<file path="config.mk">
export PLATFORM = sky130hd
export DESIGN_NAME = trimCorrCtl
export DESIGN_NICKNAME = d
export VERILOG_FILES = /design/src/rtl/trimPkg.sv /design/src/rtl/trimCtl.sv /design/src/rtl/trimRegs.sv /design/src/rtl/trimCorrCtl.sv
export SDC_FILE = /design/constraint.sdc
export NUM_CORES = 1
export LEC_CHECK = 0
export BUFFER_PORTS_ARGS = -buffer_cell sky130_fd_sc_hd__clkbuf_2
export CORE_AREA = 2 2 39 41
export DETAILED_ROUTE_END_ITERATION = 10
export DIE_AREA = 0 0 41 43
export GPL_ROUTABILITY_DRIVEN = 0
export MAX_ROUTING_LAYER = met4
export PLACE_DENSITY = 0.57
export SYNTH_ARGS = -nofsm -noshare
export SYNTH_HDL_FRONTEND = slang
export SYNTH_SLANG_ARGS = --single-unit
</file>
<file path="constraint.sdc">
create_clock -name clk -period 1.15 [get_ports clk]
set_input_delay 0.23 -clock clk [delete_from_list [all_inputs] [get_ports clk]]
set_output_delay 0.23 -clock clk [all_outputs]
set_load 0.03 [all_outputs]
</file>
<file path="src/rtl/trimPkg.sv">
package trimPkg;
  localparam int REG_W    = 8;
  localparam int MODE_BIT = 7;
  localparam int IE_BIT   = 6;
  localparam int RUN_BIT  = 0;

  typedef struct packed {
    logic setRun;
    logic clrRun;
    logic loadMode;
    logic loadIe;
    logic fireIrq;
  } ctlStrb_t;
endpackage

</file>
<file path="src/rtl/trimCtl.sv">
module trimCtl
  import trimPkg::*;
#(
  parameter int LOCK_CYCLES = 2
) (
  input  logic     clk,
  input  logic     rstN,
  input  logic     wrEn,
  input  logic     wrRun,
  input  logic     doneIn,
  input  logic     runBit,
  input  logic     modeBit,
  input  logic     ieBit,
  output ctlStrb_t strb
);
  localparam int CNT_W = $clog2(LOCK_CYCLES + 1);
  localparam logic [CNT_W-1:0] LOCK_LOAD = CNT_W'(LOCK_CYCLES);

  logic [CNT_W-1:0] lockCnt;
  logic             swStop;
  logic             hwClr;
  logic             validDone;

  assign validDone = doneIn && runBit;
  assign hwClr     = validDone && modeBit;
  assign swStop    = wrEn && !wrRun;

  always_ff @(posedge clk or negedge rstN) begin
    if (!rstN)                lockCnt <= '0;
    else if (swStop)          lockCnt <= LOCK_LOAD;
    else if (lockCnt != '0)   lockCnt <= lockCnt - 1'b1;
  end

  always_comb begin
    strb          = '0;
    strb.clrRun   = hwClr || swStop;
    strb.setRun   = wrEn && wrRun && (lockCnt == '0) && !hwClr;
    strb.loadMode = wrEn && !runBit;
    strb.loadIe   = wrEn;
    strb.fireIrq  = validDone && ieBit;
  end


  hw_clear_wins_chk: assert property (@(posedge clk) disable iff (!rstN)
    hwClr |-> !strb.setRun);


  idle_done_quiet_chk: assert property (@(posedge clk) disable iff (!rstN)
    (doneIn && !runBit) |-> !strb.fireIrq);
endmodule

</file>
<file path="src/rtl/trimRegs.sv">
module trimRegs
  import trimPkg::*;
(
  input  logic             clk,
  input  logic             rstN,
  input  ctlStrb_t         strb,
  input  logic             wrMode,
  input  logic             wrIe,
  output logic             runBit,
  output logic             modeBit,
  output logic             ieBit,
  output logic             irqPulse,
  output logic [REG_W-1:0] rdData
);
  always_ff @(posedge clk or negedge rstN) begin
    if (!rstN) begin
      runBit   <= 1'b0;
      modeBit  <= 1'b0;
      ieBit    <= 1'b0;
      irqPulse <= 1'b0;
    end else begin
      if (strb.clrRun)      runBit <= 1'b0;
      else if (strb.setRun) runBit <= 1'b1;
      if (strb.loadMode)    modeBit <= wrMode;
      if (strb.loadIe)      ieBit <= wrIe;
      irqPulse <= strb.fireIrq;
    end
  end

  always_comb begin
    rdData           = '0;
    rdData[MODE_BIT] = modeBit;
    rdData[IE_BIT]   = ieBit;
    rdData[RUN_BIT]  = runBit;
  end


  mode_lock_chk: assert property (@(posedge clk) disable iff (!rstN)
    runBit |=> $stable(modeBit));


  irq_single_chk: assert property (@(posedge clk) disable iff (!rstN)
    irqPulse |=> !irqPulse || $past(strb.fireIrq));
endmodule

</file>
<file path="src/rtl/trimCorrCtl.sv">
module trimCorrCtl
  import trimPkg::*;
#(
  parameter int LOCK_CYCLES = 2
) (
  input  logic             clk,
  input  logic             rstN,
  input  logic             wrEn,
  input  logic [REG_W-1:0] wrData,
  output logic [REG_W-1:0] rdData,
  input  logic             doneIn,
  output logic             runOut,
  output logic             modeOut,
  output logic             irqOut
);
  ctlStrb_t strb;
  logic     runBit, modeBit, ieBit;
  logic     unusedRsvd;

  assign unusedRsvd = ^wrData[MODE_BIT-2:RUN_BIT+1];

  trimCtl #(.LOCK_CYCLES(LOCK_CYCLES)) ctlU (
    .clk(clk), .rstN(rstN), .wrEn(wrEn), .wrRun(wrData[RUN_BIT]),
    .doneIn(doneIn), .runBit(runBit), .modeBit(modeBit), .ieBit(ieBit),
    .strb(strb)
  );

  trimRegs regsU (
    .clk(clk), .rstN(rstN), .strb(strb),
    .wrMode(wrData[MODE_BIT]), .wrIe(wrData[IE_BIT]),
    .runBit(runBit), .modeBit(modeBit), .ieBit(ieBit),
    .irqPulse(irqOut), .rdData(rdData)
  );

  assign runOut  = runBit;
  assign modeOut = modeBit;


  cont_hold_chk: assert property (@(posedge clk) disable iff (!rstN)
    (runOut && !modeOut && !(wrEn && !wrData[RUN_BIT])) |=> runOut);


  oneshot_clear_chk: assert property (@(posedge clk) disable iff (!rstN)
    (doneIn && runOut && modeOut) |=> !runOut);


  irq_due_chk: assert property (@(posedge clk) disable iff (!rstN)
    (doneIn && runOut && rdData[IE_BIT]) |=> irqOut);


  stop_lock_chk: assert property (@(posedge clk) disable iff (!rstN)
    (wrEn && !wrData[RUN_BIT]) |=> !runOut);


  rsvd_zero_chk: assert property (@(posedge clk) disable iff (!rstN)
    wrEn |=> (rdData[MODE_BIT-2:RUN_BIT+1] == '0));
endmodule

</file>
==> summary.txt, run 1 <==
Place
  • Placed insts: 54
  • IO buf count: 12
  • Placed inst area: 373 µm²
  • Setup WS pre-CTS: 0.111 ns
  • DP Wirelength: 406 µm

Setup path
  • Required @ worst endpoint: 0.92 ns
  • Kind of end point of the critical path: output pin
  • Crit path max-delay family: flip-flops
  • Crit-path max FO: 5
  • Critical path launch point type: register
  • CP max stage cell: dfrtp_2
  • CP Data Arrival Time: 0.88 ns
  • Worst reg2reg setup slack: 0.11 ns
  • Cell breakdown of the critical path: clkbuf_4
  • RR Endpoint: ctlU.lockCnt[0]$_DFFE_PN0P_
  • CP bufs+invs: 1
  • CP peak stage delay: 0.44 ns
  • Worst Setup SP: regsU.runBit$_DFFE_PN0P_
  • Critical path type: register to output pin
  • R2R cell count: 4
  • Reg2Reg Launch Point: ctlU.lockCnt[0]$_DFFE_PN0P_

Synthesis
  • Synth Cell Area: 338 µm²
  • Post-Synthesis Mean Instance Area: 11.3 µm²
  • Seq/Total Area, Yosys: 44.4%
  • Syn Inst Count: 30
  • FF+latch count, synth: 6
  • Syn. warnings: 0
  • Cell variety after synth: 16

Layout
  • Area grow syn2layout: 21.9%
  • Final instance area: 412 µm²
  • Nets: 57
  • Antenna cells: 0
  • Finished Layout Cells: 58
  • Most common cell after layout, fill and taps aside: clkbuf_2
  • Share of layout cells above drive strength 1: 47.6%
  • Most frequent cells in the layout: 10 x clkbuf_2, 5 x conb_1, 5 x clkbuf_4, 5 x dfrtp_1

Global route
  • Congestion Overflow GR: 0
  • First-pass GRT wire length: 779 µm
  • Initial antenna violation count: 0
  • GRT Total Usage: 7.72%
  • Largest net degree at the start of global routing: 7
  • Vias in the first global route: 192

Detailed routing
  • Drt drc: 0
  • Initial DRC count: 1
  • Vias: 229
  • Remaining antenna violation count after routing: 0
  • Final WL: 560 µm
  • DR vias/cell: 3.95
  • Drt pass-1 iters: 2
  • Wire length per cell: 9.66 µm

Clock tree
  • Worst-path clk slew: 0.05 ns
  • Worst-Skew Late Latency: 0.24 ns
  • Clock sink count: 6
  • Htree depth: 1
  • Num CTS Buffers: 3
  • Root Driver: clkbuf_4
  • Max clock buf depth: 2
  • Post-CTS Setup Bufs: 0
  • TritonCTS clock tree: built

Pwr
  • Clock power frac: 21.6%
  • Seq pwr share: 35.8%
  • Leak pwr: 0.225 nW
  • Logic pwr share: 42.6%
  • Sw power: 340 µW
  • Switching share of total power: 37.7%
  • VDD IR-drop max: 0.000430 V
  • Internal power: 562 µW
  • Total power: 903 µW
  • Power per cell area: 2190 nW/µm²

Hold path
  • Hold Crit Endpoint: regsU.ieBit$_DFFE_PN0P_
  • Hold depth: 2
  • Hold Path Class: input port to register
  • Worst min-delay path startpoint: wrData[6]

Floorplan
  • DIE HEIGHT: 43 µm
  • Die W: 41 µm
  • Row cnt: 14
  • Die area: 1760 µm²
  • Core Area: 1380 µm²
  • I/O pins: 23
  • Initial Util: 24.4%

Timing
  • Post-layout min period: 1.11 ns
  • Setup Skew: 0.00420 ns
  • Setup TNS: 0 ns
  • Fin crit share: 96.4%
  • Fin. Hold Viols: 0
  • Final setup margin: 0.0415 ns
  • Setup violators final: 0
  • Fmax: 0.902 GHz
  • Max Slew Vio Count: 0
  • RSZ-0062 raised after global routing: no

Status
  • Outcome: finished, final reports clean

Flow run
  • Max_cap viols: 0
stage by stage:
stage | utilization, % | hold WS (ns)
2_1_floorplan | - | -0.0656
3_3_place_gp | 26.9 | 0.0658
3_5_place_dp | 26.9 | 0.0678
4_1_cts | 29.7 | 0.214
5_1_grt | 29.7 | 0.219
6_report | 29.7 | 0.221
area by class of cell:
| cell class | instances | area (µm²) |
|---|---|---|
| Timing Repair Buffer | 13 | 75.1 |
| Clock buffer | 3 | 22.5 |
| Fill cell | 149 | 972 |
| Inverter | 2 | 7.51 |
| Tap cell | 16 | 20.0 |
| Sequential cell | 6 | 151 |
| Multi-Input combinational cell | 18 | 135 |
per-layer routing:
| layer | vias up | share of wire (%) | track usage, % |
|---|---|---|---|
| li1 | 110 | - | - |
| met2 | 10 | 47 | 8.75 |
| met4 | 0 | 2.5 | 12.0 |
| met3 | 2 | 7.1 | 1.57 |
| met5 | - | 0 | - |
| met1 | 107 | 43 | 8.36 |
how the worst max path moves through the flow:
stage / to / slack (ns) / cells after the start
after detailed placement: ctlU.lockCnt[0]$_DFFE_PN0P_ / 0.11 / 4
final: rdData[0] / 0.04 / 1
after global routing: rdData[0] / 0.02 / 1
after CTS: rdData[0] / -0.003 / 1
after floorplan: regsU.modeBit$_DFFE_PN0P_ / 0.06 / 2
after global placement: regsU.runBit$_DFFE_PN0P_ / 0.12 / 3
synthesized netlist by cell type:
library cell  n  share of area [%]
and2_1        1                1.9
nor2b_1       2                3.7
a32o_2        1                3.3
a21boi_0      1                2.2
ha_1          1                3.7
xnor2_1       1                2.6
and3_1        1                1.9
dfrtp_1       6                 44
conb_1        1                1.1
mux2_2        1                3.3
inv_1         2                2.2
mux2_4        1                4.4
nor2b_4       1                4.1
o21ai_1       1                1.5
nand2b_1      1                1.9
buf_4         8                 18
sequential cells by signal, summed over array words and instances, names as in the netlist:
register,cells
regsU.runBit,1
regsU.irqPulse,1
regsU.modeBit,1
regsU.ieBit,1
ctlU.lockCnt,2
cell families (layout without fill, tap and decap cells):
| family | after synthesis | after routing | share of synthesized area (%) |
|---|---|---|---|
| AOI/OAI and AO/OA | 3 | 3 | 7.04 |
| xor gates and xnor gates | 1 | 1 | 2.59 |
| adders and majority gates | 1 | 1 | 3.70 |
| buffers and inverters | 10 | 18 | 20.0 |
| DFF | 6 | 6 | 44.4 |
| muxes | 2 | 2 | 7.78 |
| other | 1 | 5 | 1.11 |
| and+or+nand+nor | 6 | 6 | 13.3 |
power by group through the flow:
stage	combinational (mW)	clock, mW	sequential (mW)
finish	0.384	0.195	0.324
global route	0.419	0.222	0.331
CTS	0.389	0.206	0.321
detailed placement	0.373	0	0.323
global placement	0.363	0	0.322
floorplan	0.290	0	0.359
repair_timing:
| action | CTS | global route |
|---|---|---|
| setup endpoints to repair | 2 | 2 |
| hold buffers | 1 | 0 |
| gates resized for setup | 2 | 1 |
| hold endpoints to repair | 6 | 0 |
Note: power is estimated with default switching activity, not from simulation.
==> run 2, diff against run 1 <==
- HOLD_SLACK_MARGIN: default -> 0.06
- PLACE_DENSITY: 0.57 -> default
- PLACE_DENSITY_LB_ADDON: default -> 0.3
==> run 2 against run 1 <==
Compared with the run above:
- fmax is 1.6% higher
- clock skew fell by 0.0031 ns
- sequential cell count unchanged
- worst setup slack better by 0.017 ns
- total power is 1.5% lower
- count of clock-buffer cells in the layout stayed put
- combinational power shrank 2%
- die area unchanged
- final area did not move
==> summary.txt, run 2 (synthesis gave the netlist of run 1 again) <==
Detailed routing
  • Remaining antenna violation count after routing: 0
  • Final WL: 519 µm
  • Wire length per cell: 8.95 µm
  • DR vias/cell: 3.91
  • Initial DRC count: 0
  • Drt drc: 0
  • Vias: 227
  • Drt pass-1 iters: 1

Timing
  • Fin crit share: 94.9%
  • Setup TNS: 0 ns
  • Max Slew Vio Count: 0
  • Fmax: 0.916 GHz
  • Final setup margin: 0.0585 ns
  • RSZ-0062 raised after global routing: no
  • Setup violators final: 0
  • Fin. Hold Viols: 0
  • Post-layout min period: 1.09 ns
  • Setup Skew: 0.00114 ns

Floorplan
  • Die area: 1760 µm²
  • DIE HEIGHT: 43 µm
  • Die W: 41 µm
  • I/O pins: 23
  • Core Area: 1380 µm²
  • Row cnt: 14
  • Initial Util: 24.4%

Setup path
  • Kind of end point of the critical path: output pin
  • Required @ worst endpoint: 0.92 ns
  • Critical path type: register to output pin
  • CP Data Arrival Time: 0.86 ns
  • CP peak stage delay: 0.43 ns
  • CP bufs+invs: 1
  • Worst reg2reg setup slack: 0.11 ns
  • CP max stage cell: dfrtp_2
  • Crit-path max FO: 5
  • Cell breakdown of the critical path: clkbuf_4
  • Critical path launch point type: register
  • Crit path max-delay family: flip-flops

Place
  • Setup WS pre-CTS: 0.117 ns
  • IO buf count: 12
  • Placed insts: 54

Layout
  • Core Util, Final: 29.7%
  • Largest Register: ctlU.lockCnt
  • Share of layout cells above drive strength 1: 47.6%
  • Largest register FFs: 2
  • Finished Layout Cells: 58
  • Area grow syn2layout: 21.9%
  • Antenna cells: 0
  • Nets: 57
  • Most frequent cells in the layout: 10 x clkbuf_2, 5 x conb_1, 5 x clkbuf_4, 5 x dfrtp_1
  • Most common cell after layout, fill and taps aside: clkbuf_2

Global route
  • First-pass GRT wire length: 814 µm
  • Initial antenna violation count: 0
  • Vias in the first global route: 232
  • Largest net degree at the start of global routing: 7
  • GRT Total Usage: 8.45%
  • Congestion Overflow GR: 0

Pwr
  • Leak pwr: 0.225 nW
  • Power per cell area: 2160 nW/µm²
  • VDD IR-drop max: 0.000453 V

Status
  • Outcome: finished, final reports clean

Clock tree
  • Htree depth: 1
  • Worst-path clk slew: 0.04 ns
  • Worst-Skew Late Latency: 0.24 ns
  • TritonCTS clock tree: built
  • Max clock buf depth: 2
  • Num CTS Buffers: 3
  • Clock sink count: 6
  • Root Driver: clkbuf_4
  • Post-CTS Setup Bufs: 0

Hold path
  • Hold Path Class: input port to register

Flow run
  • Max_cap viols: 0
## run 2: cell counts in the layout (fill, tap and decap cells not counted)
No cell type changed its count.
## run 2: per-layer routing
metal / share of wire [%] / GRT usage [%] / up-vias
met4: 5.2 / 12.0 / 0
met5: 0 / - / -
met3: 8.9 / 4.71 / 2
li1: - / - / 110
met1: 34 / 5.18 / 105
met2: 52 / 12.2 / 10
## run 2: worst paths after layout
kind | startpoint | cells past startpoint | end
setup / recovery | regsU.runBit$_DFFE_PN0P_ | 1 | rdData[0]
hold / removal | wrData[6] | 2 | regsU.ieBit$_DFFE_PN0P_
setup reg to reg | ctlU.lockCnt[0]$_DFFE_PN0P_ | 3 | regsU.runBit$_DFFE_PN0P_
hold reg to reg | regsU.ieBit$_DFFE_PN0P_ | 1 | regsU.ieBit$_DFFE_PN0P_
max in group asynchronous | rstN | 2 | regsU.runBit$_DFFE_PN0P_
min in group asynchronous | rstN | 2 | ctlU.lockCnt[0]$_DFFE_PN0P_
## run 2: final cells by class
cell class	count	area, µm²
Inverter	2	7.51
Tap cell	16	20.0
Multi-Input combinational cell	18	135
Fill cell	158	972
Clock buffer	3	22.5
Sequential cell	6	151
Timing Repair Buffer	13	75.1
## run 2: stage by stage
stage                     hold WS, ns  area [µm²]  total power [mW]
after floorplan               -0.0656         353             0.649
after global placement         0.0691         373             0.688
after detailed placement       0.0708         373             0.696
after CTS                       0.218         412             0.910
after global routing            0.221         412             0.978
final                           0.225         412             0.889
## run 2: where the power goes
part | switching, mW | internal, mW | total (mW)
Clock | 0.0718 | 0.118 | 0.190
Sequential | 0.0465 | 0.275 | 0.322
Combinational | 0.210 | 0.168 | 0.378
## run 2: timing repair
item,CTS,global route
setup endpoints to repair,2,0
hold buffers,1,0
gates resized for setup,3,0
endpoints found under the hold margin,6,0
==> run 3, diff against run 2 <==
- SETUP_SLACK_MARGIN: default -> 0.2
==> run 3 against run 2 <==
Compared with the run above:
- count of clock-buffer cells in the layout grew 1
- combinational power increased by 63%
- register-to-register slack better by 0.03 ns
- clock skew increased by 0.0015 ns
- cell count increased by 6.9%
- largest power group unchanged
- critical path type unchanged
- sequential share of layout area shrank 7.1 points
- non-clock buffer count is 3 higher
- final area grew 25%
- first-iteration DRC count stayed put
- worst hold slack hardly changed
==> summary.txt, run 3 (synthesis gave the netlist of run 1 again) <==
Setup path
  • Cell breakdown of the critical path: buf_8
  • CP Data Arrival Time: 0.85 ns
  • CP peak stage delay: 0.46 ns
  • CP bufs+invs: 1
  • Crit-path max FO: 5
  • Crit path max-delay family: flip-flops
  • Critical path type: register to output pin
  • Required @ worst endpoint: 0.92 ns
  • Kind of end point of the critical path: output pin
  • Critical path launch point type: register
  • CP max stage cell: dfrtp_2

Floorplan
  • Initial Util: 24.4%
  • Die area: 1760 µm²
  • I/O pins: 23
  • Die W: 41 µm
  • Core Area: 1380 µm²
  • DIE HEIGHT: 43 µm
  • Row cnt: 14

Timing
  • Fin. Hold Viols: 0
  • Fmax: 0.924 GHz
  • Final setup margin: 0.0674 ns
  • Hold_ws: 0.225 ns
  • Max Slew Vio Count: 0
  • RSZ-0062 raised after global routing: yes
  • Fin crit share: 94.1%
  • Setup violators final: 0
  • Setup Skew: 0.00260 ns
  • Setup TNS: 0 ns
  • Post-layout min period: 1.08 ns

Detailed routing
  • Remaining antenna violation count after routing: 0
  • Final WL: 644 µm
  • Wire length per cell: 10.4 µm
  • Drt pass-1 iters: 1
  • DR vias/cell: 3.94
  • Drt drc: 0
  • Vias: 244
  • Initial DRC count: 0

Place
  • DP Wirelength: 458 µm
  • Placed inst area: 377 µm²
  • Setup WS pre-CTS: 0.136 ns
  • IO buf count: 12
  • Placed insts: 54

Global route
  • Met3 Use GR: 4.71%
  • First-pass GRT wire length: 979 µm
  • Largest net degree at the start of global routing: 7
  • Congestion Overflow GR: 0
  • Routing usage on met2: 12.8%
  • Met1 usage: 9.35%
  • GRT Total Usage: 9.06%
  • Vias in the first global route: 248
  • GRT Max-Usage Layer: met2
  • Initial antenna violation count: 0

Clock tree
  • Worst-path clk slew: 0.05 ns
  • Num CTS Buffers: 3
  • Root Driver: clkbuf_4
  • Htree depth: 1
  • Worst-Skew Late Latency: 0.24 ns
  • Max clock buf depth: 2
  • TritonCTS clock tree: built
  • Clock sink count: 6

Pwr
  • Total power: 1.17 mW
  • Power per cell area: 2270 nW/µm²
  • Leak pwr: 0.260 nW
  • VDD IR-drop max: 0.000633 V

Layout
  • Largest register FFs: 2
  • Share of layout cells above drive strength 1: 60.9%
  • Finished Layout Cells: 62
  • Final instance area: 514 µm²
  • Nets: 60
  • Area grow syn2layout: 52.2%
  • Most frequent cells in the layout: 6 x clkbuf_2, 6 x buf_8, 5 x conb_1
  • Fill count: 147
  • Antenna cells: 0
  • Largest Register: ctlU.lockCnt
  • Core Util, Final: 37.2%

Flow run
  • Max_cap viols: 0

Status
  • Outcome: finished, final reports clean

Hold path
  • Hold Path Class: input port to register
==> run 3: cell count changes in the layout (fill, tap and decap cells not counted) <==
cell and change:
nor2b_4 +1, ha_1 -1, ha_4 +1, dfrtp_1 -1, dfrtp_2 +1, clkbuf_4 -2, inv_1 -2, inv_2 +2
buf_4 +3, nor2b_1 -1, clkbuf_2 -4, buf_8 +6, clkbuf_1 +1
==> run 3: cell type report <==
cell class	count	area [µm²]	area share, %
timing repair buffer	16	153	29.7
multi-input combinational	18	155	30.2
inverter	2	7.51	1.46
sequential	6	153	29.7
tap	16	20.0	3.89
clock buffer	4	26.3	5.11
==> run 3: power by group <==
part	total [mW]	switching [mW]	internal, mW
clock network	0.207	0.0760	0.131
logic	0.615	0.263	0.352
registers	0.343	0.0659	0.277
==> run 3: final timing paths <==
kind                                             start                           to  slack [ns]  cells past startpoint
hold / removal                               wrData[6]      regsU.ieBit$_DFFE_PN0P_        0.23                      2
min in group asynchronous                         rstN  ctlU.lockCnt[1]$_DFFE_PN0P_        0.36                      2
setup / recovery              regsU.runBit$_DFFE_PN0P_                       runOut        0.07                      1
max in group asynchronous                         rstN     regsU.runBit$_DFFE_PN0P_        0.62                      2
setup reg to reg              regsU.runBit$_DFFE_PN0P_    regsU.modeBit$_DFFE_PN0P_        0.14                      2
hold reg to reg            ctlU.lockCnt[1]$_DFFE_PN0P_  ctlU.lockCnt[1]$_DFFE_PN0P_        0.58                      2
==> run 3: metal layers <==
| metal | up-vias | routed length, µm |
|---|---|---|
| li1 | 117 | - |
| met1 | 114 | 254 |
| met3 | 0 | 76 |
| met2 | 13 | 313 |
| met5 | - | 0 |
| met4 | 0 | 0 |
==> run 3: repair_timing <==
item,4_1_cts,5_1_grt
cloned,0,0
hold buffers,1,0
setup endpoints to repair,10,10
buffers inserted,3,0
gates resized for setup,15,9
endpoints found under the hold margin,6,0
pin swaps,3,3
